$ cat config.mk
export PLATFORM = sky130hd
export DESIGN_NAME = fetch_aligner
export DESIGN_NICKNAME = d
export VERILOG_FILES = /design/src/rtl/fa_pkg.sv /design/src/rtl/fa_len_detect.sv /design/src/rtl/fa_skid.sv /design/src/rtl/fa_ctrl.sv /design/src/rtl/fetch_aligner.sv
export SDC_FILE = /design/constraint.sdc
export NUM_CORES = 1
export LEC_CHECK = 0
export ABC_AREA = 1
export BUFFER_PORTS_ARGS = -buffer_cell sky130_fd_sc_hd__buf_2
export CORE_MARGIN = 10
export CORE_UTILIZATION = 46
export CTS_BUF_LIST = sky130_fd_sc_hd__clkbuf_8
export CTS_CLUSTER_DIAMETER = 30
export DETAILED_ROUTE_END_ITERATION = 6
export HOLD_SLACK_MARGIN = 0.1
export MAX_ROUTING_LAYER = met4
export PLACE_DENSITY = 0.84
export SLEW_MARGIN = 20
export SYNTH_ARGS = -nofsm -noshare
export SYNTH_HDL_FRONTEND = slang
export SYNTH_SLANG_ARGS = --single-unit
$ cat constraint.sdc
create_clock -name clk -period 2.25 [get_ports clk]
set_clock_uncertainty 0.1 [all_clocks]
set_input_delay 0.3375 -clock clk [delete_from_list [all_inputs] [get_ports clk]]
set_output_delay 0.3375 -clock clk [all_outputs]
set_load 0.05 [all_outputs]
$ cat src/rtl/fa_pkg.sv
package fa_pkg;
    localparam int WORD_W = 32;
    localparam int HALF_W = WORD_W / 2;

    typedef enum logic [1:0] {
        ST_NOADDR,
        ST_LOW,
        ST_HIGH,
        ST_JOIN
    } fa_state_e;

    typedef enum logic [1:0] {
        SEL_LOW,
        SEL_HIGH,
        SEL_JOIN
    } fa_sel_e;
endpackage

$ cat src/rtl/fa_len_detect.sv
module fa_len_detect
    import fa_pkg::*;
(
    input  logic [HALF_W-1:0] half,
    output logic              full
);
    // Only the two low bits of the first halfword decide the length.
    logic [HALF_W-3:0] unused_upper;
    assign unused_upper = half[HALF_W-1:2];
    assign full = (half[1:0] == 2'b11);
endmodule

$ cat src/rtl/fa_skid.sv
module fa_skid
    import fa_pkg::*;
#(
    parameter int AW = 32
) (
    input  logic              clk,
    input  logic              rst_n,
    input  logic              load,
    input  logic [HALF_W-1:0] in_half,
    input  logic [AW-1:0]     in_addr,
    output logic [HALF_W-1:0] out_half,
    output logic [AW-1:0]     out_addr
);
    always_ff @(posedge clk or negedge rst_n) begin
        if (!rst_n) begin
            out_half <= '0;
            out_addr <= '0;
        end else if (load) begin
            out_half <= in_half;
            out_addr <= in_addr;
        end
    end
endmodule

$ cat src/rtl/fa_ctrl.sv
module fa_ctrl
    import fa_pkg::*;
(
    input  logic    clk,
    input  logic    rst_n,
    input  logic    branch,
    input  logic    branch_hi,
    input  logic    ready,
    input  logic    up_valid,
    input  logic    up_err,
    input  logic    lo_full,
    input  logic    hi_full,
    output logic    offer,
    output fa_sel_e sel,
    output logic    o_err,
    output logic    o_ep2,
    output logic    take_word,
    output logic    skid_load
);
    fa_state_e state_q, state_d;

    always_ff @(posedge clk or negedge rst_n) begin
        if (!rst_n) begin
            state_q <= ST_NOADDR;
        end else begin
            state_q <= state_d;
        end
    end

    always_comb begin
        state_d   = state_q;
        offer     = 1'b0;
        sel       = SEL_LOW;
        o_err     = 1'b0;
        o_ep2     = 1'b0;
        take_word = 1'b0;
        skid_load = 1'b0;
        unique case (state_q)
            ST_NOADDR: begin
            end
            ST_LOW: begin
                if (up_valid) begin
                    offer = 1'b1;
                    sel   = SEL_LOW;
                    o_err = up_err;
                    if (ready) begin
                        if (up_err) begin
                            take_word = 1'b1;
                            state_d   = ST_NOADDR;
                        end else if (lo_full) begin
                            take_word = 1'b1;
                        end else begin
                            state_d = ST_HIGH;
                        end
                    end
                end
            end
            ST_HIGH: begin
                if (up_valid) begin
                    if (up_err || !hi_full) begin
                        offer = 1'b1;
                        sel   = SEL_HIGH;
                        o_err = up_err;
                        if (ready) begin
                            take_word = 1'b1;
                            state_d   = up_err ? ST_NOADDR : ST_LOW;
                        end
                    end else begin
                        skid_load = 1'b1;
                        take_word = 1'b1;
                        state_d   = ST_JOIN;
                    end
                end
            end
            ST_JOIN: begin
                if (up_valid) begin
                    offer = 1'b1;
                    sel   = SEL_JOIN;
                    o_err = up_err;
                    o_ep2 = up_err;
                    if (ready) begin
                        if (up_err) begin
                            take_word = 1'b1;
                            state_d   = ST_NOADDR;
                        end else begin
                            state_d = ST_HIGH;
                        end
                    end
                end
            end
            default: state_d = ST_NOADDR;
        endcase
        if (branch) begin
            state_d   = branch_hi ? ST_HIGH : ST_LOW;
            take_word = 1'b0;
            skid_load = 1'b0;
        end
    end
endmodule

$ cat src/rtl/fetch_aligner.sv
module fetch_aligner
    import fa_pkg::*;
#(
    parameter int AW = 32
) (
    input  logic              clk,
    input  logic              rst_n,
    input  logic              req,
    input  logic              branch,
    input  logic [AW-1:1]     branch_addr,
    input  logic              ready,
    output logic              valid,
    output logic [WORD_W-1:0] rdata,
    output logic [AW-1:0]     addr,
    output logic              err,
    output logic              err_plus2,
    input  logic              up_valid,
    output logic              up_ready,
    input  logic [AW-3:0]     up_waddr,
    input  logic [WORD_W-1:0] up_data,
    input  logic              up_err,
    output logic              up_branch,
    output logic [AW-3:0]     up_fetch_waddr
);
    localparam int NHALF = WORD_W / HALF_W;

    logic [NHALF-1:0]  half_full;
    logic              offer;
    fa_sel_e           sel;
    logic              skid_load;
    logic [HALF_W-1:0] skid_half;
    logic [AW-1:0]     skid_addr;
    logic [AW-1:0]     word_addr;

    assign word_addr = {up_waddr, 2'b00};

    for (genvar g = 0; g < NHALF; g++) begin : g_len
        fa_len_detect u_len (
            .half (up_data[g*HALF_W +: HALF_W]),
            .full (half_full[g])
        );
    end

    fa_ctrl u_ctrl (
        .clk       (clk),
        .rst_n     (rst_n),
        .branch    (branch),
        .branch_hi (branch_addr[1]),
        .ready     (ready),
        .up_valid  (up_valid),
        .up_err    (up_err),
        .lo_full   (half_full[0]),
        .hi_full   (half_full[1]),
        .offer     (offer),
        .sel       (sel),
        .o_err     (err),
        .o_ep2     (err_plus2),
        .take_word (up_ready),
        .skid_load (skid_load)
    );

    fa_skid #(.AW(AW)) u_skid (
        .clk      (clk),
        .rst_n    (rst_n),
        .load     (skid_load),
        .in_half  (up_data[WORD_W-1:HALF_W]),
        .in_addr  (word_addr | AW'(2)),
        .out_half (skid_half),
        .out_addr (skid_addr)
    );

    assign valid          = offer & req;
    assign up_branch      = branch;
    assign up_fetch_waddr = branch_addr[AW-1:2];

    always_comb begin
        unique case (sel)
            SEL_HIGH: begin
                rdata = {{HALF_W{1'b0}}, up_data[WORD_W-1:HALF_W]};
                addr  = word_addr | AW'(2);
            end
            SEL_JOIN: begin
                rdata = {up_data[HALF_W-1:0], skid_half};
                addr  = skid_addr;
            end
            default: begin
                rdata = up_data;
                addr  = word_addr;
            end
        endcase
    end
endmodule

Yosys cells after proc, flatten, opt, wreduce, memory -nomap -nowiden
Cells that the tools add are included.
{"block": "word_totals", "in_bits": 100, "reg_bits": 49}
{"block": "classes", "bitwise_logic": 1, "n_mux": 45, "eq_ne": 14, "reduce_logical": 5}
{"operator": "case mux 32 bit (2 select lines)", "n": 2}
{"operator": "two-way mux 2 bit", "n": 14}
{"operator": "two-way mux 1 bit", "n": 24}
{"operator": "!= test 3 bit, second input constant", "n": 5}
{"operator": "== test 2 bit, second input constant", "n": 5}
{"operator": "!= test 4 bit, second input constant", "n": 2}
{"operator": "AND reduction 8 bit", "n": 1}
{"operator": "case mux 2 bit (3 select lines)", "n": 1}
{"operator": "== test 2 x 1 -> 1 bit, second input constant", "n": 2}
{"operator": "case mux 1 bit (2 select lines)", "n": 2}
{"operator": "case mux 2 bit (2 select lines)", "n": 1}
{"operator": "nonzero test 4 bit", "n": 1}
{"operator": "case mux 1 bit (3 select lines)", "n": 1}
{"operator": "OR reduction 2 bit", "n": 1}
{"operator": "bitwise AND 1 bit", "n": 1}
{"operator": "zero test 1 bit", "n": 1}
{"operator": "logical OR 1 bit", "n": 1}

Longest topological paths before layout
Gate-level depths: netlist (run 1).
{"block": "logic_depth", "depth_word": 8, "depth_mapped": 9, "depth_no_buf": 7}

By module
Synthesis (run 1) repeated with hierarchy kept, for this count alone.
{"block": "unflattened", "hier_cells": 537, "hier_area_um2": 3414.5}
{"mod": "fa_skid", "cells_each": 203, "area_per_inst_um2": 1805.5, "n_inst": 1}
{"mod": "fetch_aligner", "cells_each": 268, "area_per_inst_um2": 1277.5, "n_inst": 1}
{"mod": "fa_ctrl", "cells_each": 62, "area_per_inst_um2": 316.6, "n_inst": 1}
{"mod": "fa_len_detect", "cells_each": 2, "area_per_inst_um2": 7.5, "n_inst": 2}

Least setup slack after synthesis (run 1)
No wires, ideal clock.
{"block": "synth_path", "path_type": "reg2out", "from": "register u_ctrl.state_q[0]", "to": "output addr[1]", "setup_slack_ns": -0.643, "stages_incl_launch_ff": 8, "required_time_ns": 1.812, "n_path_buf": 0, "arrival_time_ns": 2.456, "cell_sequence": "dfrtp_1 inv_1 nand2_2 nor3_1 ha_1 inv_2 nand2_1 o21ai_0"}
{"block": "synth_between", "elab_chain_cells": 4, "word_cells_on_any_way": 6, "cone_classes": "eq/ne: 4; mux: 2"}
{"item": "start: declaration", "line_no": "fa_ctrl.sv:20", "rtl": "fa_state_e state_q, state_d;"}
{"item": "start signal: assignment", "line_no": "fa_ctrl.sv:26", "rtl": "state_q <= state_d;"}
{"item": "== test 2 bit", "line_no": "fa_ctrl.sv:38", "rtl": "unique case (state_q)"}
{"item": "case mux 2 bit (2 select lines) (*)", "line_no": "fa_ctrl.sv:38"}
{"item": "== test 2 bit / == test 2 x 1 -> 1 bit (equally long branches)", "line_no": "fetch_aligner.sv:77", "rtl": "unique case (sel)"}
{"item": "case mux 32 bit (2 select lines) (*)", "line_no": "fetch_aligner.sv:77"}
{"item": "end: declaration", "line_no": "fetch_aligner.sv:14", "rtl": "output logic [AW-1:0] addr,"}
Every way passes the cells marked *; elsewhere a longest branch is shown, timed or not.

Final worst setup path (run 1)
{"block": "layout_path", "from": "register u_ctrl.state_q[0]", "to": "output rdata[21]"}
{"block": "layout_between", "elab_chain_cells": 4, "word_cells_on_any_way": 6, "cone_classes": "eq/ne: 4; mux: 2"}
{"item": "== test 2 bit", "line_no": "fa_ctrl.sv:38"}
{"item": "case mux 2 bit (2 select lines) (*)", "line_no": "fa_ctrl.sv:38"}
{"item": "== test 2 bit / == test 2 x 1 -> 1 bit (equally long branches)", "line_no": "fetch_aligner.sv:77"}
{"item": "case mux 32 bit (2 select lines) (*)", "line_no": "fetch_aligner.sv:77"}
{"item": "end: declaration", "line_no": "fetch_aligner.sv:13", "rtl": "output logic [WORD_W-1:0] rdata,"}
Marks and branches as above.

==> impl_metrics.yaml, run 1 <==
synth:
  synthesis.area_per_instance_um2: 7.703
  synth_warnings: 0
  yosysSeqAreaShare_pct: 36.18
  synthDominantAreaCellType: "sky130_fd_sc_hd__dfrtp_1"
  post_synth_main_area_contributors: "sky130_fd_sc_hd__dfrtp_1 36%, sky130_fd_sc_hd__o21ai_2 11%, sky130_fd_sc_hd__inv_1 7.9%"
  synth_fp_nets: 542
  synth-edff-count: 0
  synth_area_mm2: 0.003390
  synthFlopType: "sky130_fd_sc_hd__dfrtp_1"
  yosysTopAreaCellShare_pct: 36.18
  postSynthCellCount: 440
  postSynth.asyncResetShare_pct: 100.0
  synth_cell_types: 24
  synth_seq_cells: 49
flow_run:
  maxCapViolations: 0
routing:
  viasPerCell: 5.544
  drt_wl_total_mm: 14.14
  drt-wirelength-per-cell_um: 20.40
  via_count: 3842
  number_of_nets_with_antenna_violations_after_detailed_routing: 0
  drtIter0Drc: 226
  drt_pre_antenna_iters: 5
  post-route-drc-count: 0
outcome:
  violations: "negative setup slack"
  run_status: "finished with violations"
worst_setup_path:
  cp_cell_sequence: "inv_2, nand2_2, nor3_4, ha_4, clkinv_8, buf_12, nand2_8, buf_6, o22ai_4, buf_12"
  timing.reg2reg.worst_path_depth: 8
  crit_fanout: 9
  worstPathBufferInverterCount: 5
  reg_to_reg_endpoint: "u_skid.out_half[12]$_DFFE_PN0P_"
  rrSetupSlack_ns: 0.39
  critical_path.slowest_cell: "sky130_fd_sc_hd__dfrtp_1"
  timing.critical_path.required_ns: 1.81
  worstSetupEndpointType: "output pin"
  path_class: "reg2out"
  slowest_delay_ns: 0.42
  cp.arrival_ns: 2.11
  crit_family: "buffers and inverters"
  critPathLaunchType: "register"
  crit-reg2reg-launch: "u_ctrl.state_q[0]$_DFFE_PN0P_"
  cp_common_cell: "sky130_fd_sc_hd__buf_12"
layout:
  commonest_cells_after_routing_fill_and_taps_aside: "74 x sky130_fd_sc_hd__buf_2, 70 x sky130_fd_sc_hd__inv_1, 68 x sky130_fd_sc_hd__buf_6, 64 x sky130_fd_sc_hd__nand2_1"
  most_frequent_standard_cell_in_the_layout_excluding_fill_and_tap_cells: "sky130_fd_sc_hd__buf_2"
  num-fill-cells: 366
  final_cells: 693
  final_layout_size_suffix_gt1_share_pct: 59.36
  layout.nets: 694
  area_growth_pct: 80.07
pwr:
  cellLeakagePower_nw: 2.858
  power.ir.vdd_worst_uv: 633.0
  power_per_cell_area_mw_per_mm2: 1006
sta:
  rsz0062_at_grt: "true"
  setup-violations-final: 63
  report.final.hold_viol_count: 0
  fmaxAchievable_mhz: 392.2
  fin_tns_setup_ns: -15.50
  period_minus_slack_ns: 2.549
  finalWorstSetupSlack_ns: -0.2995
  final_slew_viol_count: 0
  min_period_over_period_pct: 113.3
  tightestPinTransition_ns: 0.6072
  slew_headroom_pct: 59.52
clock_network:
  clkSinkCount: 49
  tritoncts.num_buffers: 5
  cts.reportedPaths.clkPinSlew_ns: 0.09
  cts_tree: "done"
  htreeDepth: 2
  clk-insertion-delay-late_ns: 0.29
  cts.root.buffer_cell: "sky130_fd_sc_hd__clkbuf_8"
  cts.path.max_buffers: 2
place:
  globalplace.congestion: 0.8958
  io_buffers: 137
  dpl.cell_count: 656
  hpwl_mm: 8.536
global_routing:
  first_global_vias: 3973
  grt_pass1_wl_mm: 20.42
  gr-total-overflow: 0
  grt_usage_pct: 22.57
  antenna_found_initial: 1
  grt_max_degree: 44
floorplan:
  fp.dieArea_mm2: 0.01120
  floorplan.rows: 31
  dieWidth_um: 105.8
  initial_core_utilization_pct: 46.98
  design.portCount: 199
  dieHeight_um: 105.8
  coreArea_mm2: 0.007214
worst_hold_path:
  hold_path.startpoint: "up_waddr[3]"
  hold_path_class: "in2reg"
  hold-path-cell-count: 3
  hold_end: "u_skid.out_addr[5]$_DFFE_PN0P_"
-- metrics by stage --
step | hold slack [ns] | setup WS (ns) | area [um2] | power [W] | utilization (%)
final | 0.2154 | -0.2995 | 6103 | 0.006142 | 84.60
after global routing | 0.2350 | -0.3484 | 6103 | 0.006406 | 84.60
after CTS | 0.2106 | -0.2640 | 5844 | 0.005778 | 81.01
after detailed placement | 0.2689 | -0.1757 | 4965 | 0.004473 | 68.82
after global placement | 0.2625 | -0.1363 | 4965 | 0.004392 | 68.82
after floorplan | -0.05809 | -0.01325 | 4200 | 0.003836 | -
-- Yosys cell counts, drive strengths merged (2+ instances only) --
master  instances
dfrtp          49
nor2           19
o22ai          15
nand3          52
ha              2
o221ai         16
a21oi           2
nand2          71
buf            53
nor3            3
inv            72
o21ai          78
clkbuf          6
-- flip-flops by register name (all words and copies together), names as in the netlist --
| name | flops |
|---|---|
| u_ctrl.state_q | 2 |
| u_skid.out_half | 16 |
| u_skid.out_addr | 31 |
-- worst reg2reg max path, delay by kind of cell, from the launching register on --
| family | cells | cell delay (ns) |
|---|---|---|
| compound gates | 1 | 0.08 |
| buf+inv | 3 | 0.53 |
| flops | 1 | 0.42 |
| simple gates | 4 | 0.62 |
-- how the worst max path moves through the flow --
| stage | end | from | cells after the start | slack [ns] |
|---|---|---|---|---|
| after detailed placement | addr[25] | up_data[17] | 10 | -0.18 |
| final | rdata[21] | u_ctrl.state_q[0]$_DFFE_PN0P_ | 10 | -0.30 |
| after global placement | addr[31] | up_data[17] | 10 | -0.14 |
| after CTS | addr[25] | u_ctrl.state_q[0]$_DFFE_PN0P_ | 10 | -0.26 |
| after floorplan | addr[2] | u_ctrl.state_q[1]$_DFFE_PN0P_ | 7 | -0.01 |
| after global routing | rdata[28] | u_ctrl.state_q[0]$_DFFE_PN0P_ | 10 | -0.35 |
-- kinds of logic after synthesis --
family	share of synthesized area, %
AND/OR/NAND/NOR	19.05
buffers and inverters	20.34
AO/OA/AOI/OAI	23.59
flip-flops	36.18
adder cells (fa/ha/maj)	0.7382
other	0.1106
-- layer usage --
layer  wire length [um]  global-route usage [%]
met1               5224                   24.62
met2               7234                   39.53
met3               1193                   6.760
met4                485                   5.126
met5                  0                       -
-- power breakdown --
group | switching, W | leakage (nW) | total (W) | internal, W
clock | 0.000306 | 0.0416 | 0.000521 | 0.000215
combinational | 0.00241 | 2.18 | 0.00422 | 0.00181
sequential | 0.000217 | 0.632 | 0.00140 | 0.00118
-- timing repair --
action                                 CTS  global route
buffers inserted                        17             7
gates cloned                             2             4
hold buffers                             1             0
endpoints found under the hold margin   25             0
setup endpoints to repair               63            64
resized for setup                      166            33
pin swaps                                6             7
-- layout make-up --
class	count	area (um2)	share of cell area (%)
Antenna cell	1	2.502	0.04100
Clock buffer	5	68.82	1.128
Clock inverter	3	18.77	0.3075
Inverter	72	282.8	4.633
Multi-Input combinational cell	260	2429	39.79
Sequential cell	49	1226	20.09
Tap cell	99	123.9	2.030
Timing Repair Buffer	204	1952	31.98
(Power assumes the default switching activity.)
==> inputs of run 2 (changes only) <==
Settings changed: SETUP_SLACK_MARGIN set to 0.3.
==> run 2 against run 1 <==
The run still ends with negative setup slack left. Final area increased by 3.8%. Utilization increased by 3.2 points. Global-route usage increased by 0.057 points. Non-clock buffer count decreased by 18. Wire length increased by 1.0%. Largest cell class unchanged. Critical path type unchanged. Clock power decreased by 3%. Register-to-register slack improved by 0.14 ns.
==> impl_metrics.yaml, run 2 (same netlist as run 1, synthesis figures left out) <==
worst_setup_path:
  crit-reg2reg-launch: "u_ctrl.state_q[0]$_DFFE_PN0P_"
  timing.critical_path.required_ns: 1.81
  rrSetupSlack_ns: 0.53
  cp.arrival_ns: 2.13
  reg_to_reg_endpoint: "u_skid.out_addr[4]$_DFFE_PN0P_"
  crit_fanout: 19
  timing.reg2reg.worst_path_depth: 8
  path_class: "reg2out"
  worstSetupEndpointType: "output pin"
  critPathLaunchType: "register"
clock_network:
  cts.root.buffer_cell: "sky130_fd_sc_hd__clkbuf_8"
  cts_tree: "done"
  tritoncts.num_buffers: 5
  cts.path.max_buffers: 2
  clk-insertion-delay-late_ns: 0.29
  cts.reportedPaths.clkPinSlew_ns: 0.09
  clkSinkCount: 49
  htreeDepth: 2
sta:
  period_minus_slack_ns: 2.572
  rsz0062_at_grt: "true"
  fmaxAchievable_mhz: 388.8
  setup-violations-final: 63
  tightestPinTransition_ns: 0.8565
  slew_headroom_pct: 42.90
  final_slew_viol_count: 0
  report.final.hold_viol_count: 0
  min_period_over_period_pct: 114.3
  finalWorstSetupSlack_ns: -0.3220
floorplan:
  dieWidth_um: 105.8
  coreArea_mm2: 0.007214
  design.portCount: 199
  floorplan.rows: 31
  initial_core_utilization_pct: 46.98
  fp.dieArea_mm2: 0.01120
  dieHeight_um: 105.8
worst_hold_path:
  hold-path-cell-count: 3
  hold_path_class: "in2reg"
  hold_end: "u_skid.out_addr[2]$_DFFE_PN0P_"
  hold_path.startpoint: "up_waddr[0]"
global_routing:
  gr-total-overflow: 0
  antenna_found_initial: 0
  grt_max_degree: 92
  first_global_vias: 4005
  grt_pass1_wl_mm: 20.39
  grt_usage_pct: 22.63
layout:
  largest_reg_flops: 31
  num-fill-cells: 337
  regMostFlops: "u_skid.out_addr"
  antenna_cells_inserted: 0
  final_core_util_pct: 87.79
  largest_registers: "u_skid.out_addr x31, u_skid.out_half x16, u_ctrl.state_q x2"
  most_frequent_standard_cell_in_the_layout_excluding_fill_and_tap_cells: "sky130_fd_sc_hd__buf_2"
  layout.nets: 680
  area_growth_pct: 86.86
  commonest_cells_after_routing_fill_and_taps_aside: "72 x sky130_fd_sc_hd__buf_2, 70 x sky130_fd_sc_hd__inv_1, 64 x sky130_fd_sc_hd__nand2_1, 56 x sky130_fd_sc_hd__buf_6, 48 x sky130_fd_sc_hd__dfrtp_1"
  final_layout_size_suffix_gt1_share_pct: 63.56
place:
  globalplace.congestion: 0.9078
  io_buffers: 137
  hpwl_mm: 8.477
  detailedPlace.worstSlack_ns: -0.1347
outcome:
  run_status: "finished with violations"
  violations: "negative setup slack"
routing:
  drt_wl_total_mm: 14.28
  post-route-drc-count: 0
  viasPerCell: 5.580
  number_of_nets_with_antenna_violations_after_detailed_routing: 0
  via_count: 3783
  drt-wirelength-per-cell_um: 21.07
  drt_pre_antenna_iters: 4
  drtIter0Drc: 264
pwr:
  power.ir.vdd_worst_uv: 755.4
  cellLeakagePower_nw: 2.807
  post-layout-total-power_w: 0.006288
  power_per_cell_area_mw_per_mm2: 992.9
flow_run:
  maxCapViolations: 0
run 2: cell types whose count changed in the layout (fill, tap and decap cells not counted), moves of 3 or more:
cell,previous run,this run
sky130_fd_sc_hd__nand3_1,36,10
sky130_fd_sc_hd__nand3_2,14,32
sky130_fd_sc_hd__buf_6,68,56
sky130_fd_sc_hd__buf_4,31,21
sky130_fd_sc_hd__nand3_4,2,10
sky130_fd_sc_hd__buf_8,11,17
sky130_fd_sc_hd__o21ai_2,49,45
sky130_fd_sc_hd__o21ai_4,28,32
sky130_fd_sc_hd__nand2_8,1,4
sky130_fd_sc_hd__nor2_4,2,5
run 2: metrics by stage:
stage               setup TNS, ns  cells  hold WS, ns  cell area (um2)
floorplan                       0    440     -0.05809             4436
global placement           -2.140    651       0.3485             5069
detailed placement         -4.286    651       0.3570             5069
CTS                        -13.15    670       0.2307             5921
global route               -20.39    678       0.2432             6334
finish                     -16.06    678       0.2445             6334
run 2: how the worst max path moves through the flow:
stage	endpoint	slack [ns]	from	cells after the start
after global routing	rdata[15]	-0.40	u_ctrl.state_q[0]$_DFFE_PN0P_	9
after detailed placement	rdata[15]	-0.13	up_data[17]	9
final	rdata[15]	-0.32	u_ctrl.state_q[0]$_DFFE_PN0P_	9
after CTS	rdata[31]	-0.26	u_ctrl.state_q[0]$_DFFE_PN0P_	10
after global placement	rdata[0]	-0.08	up_data[17]	9
after floorplan	rdata[23]	0.10	u_ctrl.state_q[1]$_DFFE_PN0P_	8
run 2: final cells by class:
cell class | instances | area, um2 | share of cell area, %
clock buffers | 5 | 68.82 | 1.087
clock inverters | 3 | 15.01 | 0.2371
inverters | 72 | 296.5 | 4.682
multi-input cells | 262 | 2759 | 43.56
flip-flops and latches | 49 | 1227 | 19.38
well taps | 99 | 123.9 | 1.956
repair buffers | 186 | 1812 | 28.61
repair inverters | 2 | 31.28 | 0.4939
run 2: per-layer routing:
layer,part of all wire [%],track usage [%]
met2,55,42.27
met4,2.9,6.576
met3,6.0,5.177
met5,0,-
met1,36,22.92
run 2: worst max-delay path, cell delays in order (launching register included):
cell and delay [ns]:
sky130_fd_sc_hd__dfrtp_1 0.43, sky130_fd_sc_hd__nand2_2 0.12, sky130_fd_sc_hd__nor2_4 0.15, sky130_fd_sc_hd__buf_4 0.12, sky130_fd_sc_hd__buf_4 0.11, sky130_fd_sc_hd__ha_4 0.22
sky130_fd_sc_hd__buf_12 0.24, sky130_fd_sc_hd__nand3_1 0.15, sky130_fd_sc_hd__o221ai_4 0.10, sky130_fd_sc_hd__buf_6 0.19
run 2: report_power, final:
part / switching, W / leakage, nW / internal [W]
sequential: 0.000284 / 0.631 / 0.00118
combinational: 0.00254 / 2.13 / 0.00178
clock: 0.000293 / 0.0467 / 0.000212
run 2: repair_timing:
| action | CTS | global route |
|---|---|---|
| endpoints found under the hold margin | 34 | 0 |
| endpoints found under the setup margin | 65 | 65 |
| hold buffers | 1 | 0 |
| pin swaps | 1 | 11 |
| cloned | 4 | 3 |
| resized for setup | 177 | 67 |
| setup buffers | 6 | 5 |
==> inputs of run 3 (changes only) <==
Settings changed: ABC_AREA 1 to unset, CORE_UTILIZATION 46 to 44, CTS_CLUSTER_DIAMETER 30 to unset, PLACE_DENSITY 0.84 to 0.83.
==> run 3 against run 2 <==
The flow still finishes with violations (negative setup slack). Critical path depth unchanged. Highest routed layer unchanged. Non-clock buffer count decreased by 8. Die area is 2.9% lower. Maximum frequency up 0.16%. Utilization fell by 8.3 points.
==> impl_metrics.yaml, run 3 <==
outcome:
  run_status: "finished with violations"
  violations: "negative setup slack"
pwr:
  netSwitchingFraction_pct: 40.21
  power.ir.vdd_worst_uv: 410.7
  power_per_cell_area_mw_per_mm2: 630.8
  p_int_w: 0.002058
  seq_power_share_pct: 33.8
  power_switching_w: 0.001384
  cellLeakagePower_nw: 2.665
  power_frac_comb_pct: 51.4
  clock_power_share_pct: 14.8
sta:
  period_minus_slack_ns: 2.568
  min_period_over_period_pct: 114.1
  fmaxAchievable_mhz: 389.4
  report.final.hold_viol_count: 0
  slew_headroom_pct: 65.44
  setup-violations-final: 63
  final_slew_viol_count: 0
  tightestPinTransition_ns: 0.5184
  rsz0062_at_grt: "true"
  finalWorstSetupSlack_ns: -0.3177
routing:
  drt_pre_antenna_iters: 4
  via_count: 2939
  routedLengthMet1_mm: 4.680
  uppermost_metal_layer_occupied_by_signal_nets: "met4"
  post-route-drc-count: 0
  drt_wl_total_mm: 11.86
  viasPerCell: 5.685
  number_of_nets_with_antenna_violations_after_detailed_routing: 0
  met3WireLength_um: 845
  drt-wirelength-per-cell_um: 22.93
  dr_wl_met2_mm: 6.199
  drtIter0Drc: 90
synth:
  synthFlopType: "sky130_fd_sc_hd__dfrtp_1"
  synth_cell_types: 31
  synth_warnings: 0
  synth_seq_cells: 49
  postSynthCellCount: 290
  synth.top_cells.by_count: "49 x sky130_fd_sc_hd__dfrtp_1, 45 x sky130_fd_sc_hd__a22o_1, 32 x sky130_fd_sc_hd__buf_4, 27 x sky130_fd_sc_hd__mux2_4, 22 x sky130_fd_sc_hd__nand2_1"
  synthesis.area_per_instance_um2: 10.79
  yosysTopAreaCellShare_pct: 39.20
  yosysSeqAreaShare_pct: 39.20
  postSynth.asyncResetShare_pct: 100.0
  synth-edff-count: 0
  synth_fp_nets: 392
  post_synth_main_area_contributors: "sky130_fd_sc_hd__dfrtp_1 39%, sky130_fd_sc_hd__mux2_4 13%, sky130_fd_sc_hd__a22o_1 13%"
  synthDominantAreaCellType: "sky130_fd_sc_hd__dfrtp_1"
  synthMostInstantiatedCell: "sky130_fd_sc_hd__dfrtp_1"
  synth_area_mm2: 0.003128
clock_network:
  tritoncts.num_buffers: 5
  clkSinkCount: 49
  htreeDepth: 2
  cts.reportedPaths.clkPinSlew_ns: 0.09
  cts_tree: "done"
  clk-insertion-delay-late_ns: 0.30
  cts.root.buffer_cell: "sky130_fd_sc_hd__clkbuf_8"
  cts.path.max_buffers: 2
layout:
  antenna_cells_inserted: 0
  num-fill-cells: 381
  area_growth_pct: 74.48
  seq_area_mm2: 0.001226
  final_layout_size_suffix_gt1_share_pct: 78.86
  commonest_cells_after_routing_fill_and_taps_aside: "70 x sky130_fd_sc_hd__buf_2, 49 x sky130_fd_sc_hd__buf_6, 49 x sky130_fd_sc_hd__dfrtp_1, 45 x sky130_fd_sc_hd__a22o_4, 27 x sky130_fd_sc_hd__mux2_4"
  layout.nets: 522
  design_area_mm2: 0.005458
  largest_reg_flops: 31
  most_frequent_standard_cell_in_the_layout_excluding_fill_and_tap_cells: "sky130_fd_sc_hd__buf_2"
  largest_registers: "u_skid.out_addr x31, u_skid.out_half x16, u_ctrl.state_q x2"
  regMostFlops: "u_skid.out_addr"
  area_used_by_multi_input_combinational_logic_mm2: 0.002315
global_routing:
  grt_pass1_wl_mm: 16.49
  antenna_found_initial: 0
  first_global_vias: 3203
  grt_usage_pct: 18.42
  grt_max_degree: 29
  gr-total-overflow: 0
worst_setup_path:
  critPathLaunchType: "register"
  crit_fanout: 8
  worstSetupEndpointType: "output pin"
  timing.critical_path.required_ns: 1.81
  cp_cell_sequence: "nand3b_1, nor2_4, inv_2, ha_4, nor2b_4, buf_12, clkbuf_16, a22o_4, buf_6"
  worstPathBufferInverterCount: 4
  slowest_delay_ns: 0.38
  path_class: "reg2out"
  cp.arrival_ns: 2.13
  critical_path.slowest_cell: "sky130_fd_sc_hd__dfrtp_1"
  crit_family: "simple AND/OR/NAND/NOR gates"
floorplan:
  design.portCount: 199
  dieHeight_um: 104.3
  dieWidth_um: 104.3
  floorplan.rows: 30
  fp.dieArea_mm2: 0.01088
  coreArea_mm2: 0.006869
  initial_core_utilization_pct: 45.54
place:
  globalplace.congestion: 0.8700
  hpwl_mm: 7.206
  placed_area_mm2: 0.004462
  io_buffers: 137
  detailedPlace.worstSlack_ns: -0.2593
worst_hold_path:
  hold_path_class: "in2reg"
flow_run:
  maxCapViolations: 0
## run 3: logic make-up after synthesis
group | share of synthesized area [%]
DFF | 39.20
AOI/OAI and AO/OA | 21.76
and+or+nand+nor | 6.920
buffers and inverters | 12.12
other | 0.1199
adders and majority gates | 0.7999
muxes | 19.08
## run 3: power by group through the flow
stage | Combinational [W] | Clock [W] | Sequential [W]
after floorplan | 0.00126 | 0 | 0.00113
after global placement | 0.00139 | 0 | 0.00115
after detailed placement | 0.00142 | 0 | 0.00116
after CTS | 0.00162 | 0.000523 | 0.00115
after global routing | 0.00184 | 0.000558 | 0.00118
final | 0.00177 | 0.000510 | 0.00116
## run 3: worst paths after layout
path	start	end	slack (ns)	cells after the start
setup / recovery	u_ctrl.state_q[0]$_DFFE_PN0P_	addr[16]	-0.32	9
hold / removal	branch_addr[1]	u_ctrl.state_q[1]$_DFFE_PN0P_	0.17	3
setup reg to reg	u_ctrl.state_q[0]$_DFFE_PN0P_	u_skid.out_half[10]$_DFFE_PN0P_	0.34	4
hold reg to reg	u_skid.out_half[0]$_DFFE_PN0P_	u_skid.out_half[0]$_DFFE_PN0P_	0.42	1
max in group asynchronous	rst_n	u_skid.out_addr[4]$_DFFE_PN0P_	0.83	3
min in group asynchronous	rst_n	u_skid.out_half[2]$_DFFE_PN0P_	0.46	2
## run 3: layout make-up
class | count | area share, %
inverter | 4 | 0.2751
clock inverter | 3 | 0.2751
sequential | 49 | 22.47
timing repair buffer | 178 | 31.11
clock buffer | 5 | 1.261
multi-input combinational | 182 | 42.41
tap | 96 | 2.201
## run 3: per-layer routing
metal	global-route usage [%]	vias up
met5	-	-
met4	2.982	0
met3	6.629	21
met2	31.56	147
met1	20.35	1476
li1	-	1295
## run 3: repair_timing
action	4_1_cts	5_1_grt
pin swaps	3	37
setup buffers	0	8
hold buffers	1	0
cloned	1	5
endpoints found under the hold margin	21	0
endpoints found under the setup margin	65	64
resized for setup	150	60
## run 3: tightest hold or removal path: cells and delay by family
| family | cells | cell delay, ns |
|---|---|---|
| buffers and inverters | 1 | 0.09 |
| AOI/OAI and AO/OA | 1 | 0.06 |
| and+or+nand+nor | 1 | 0.05 |
## run 3: metrics by stage
stage	hold slack, ns	power (W)	setup TNS [ns]	utilization, %	std cells
final	0.1713	0.003443	-16.99	79.45	517
after floorplan	-0.05809	0.002393	-0.007906	-	290
after global placement	0.2210	0.002535	-8.594	64.95	494
after CTS	0.1613	0.003295	-14.32	73.33	504
after detailed placement	0.2388	0.002572	-10.98	64.95	494
after global routing	0.1804	0.003580	-20.63	79.45	517
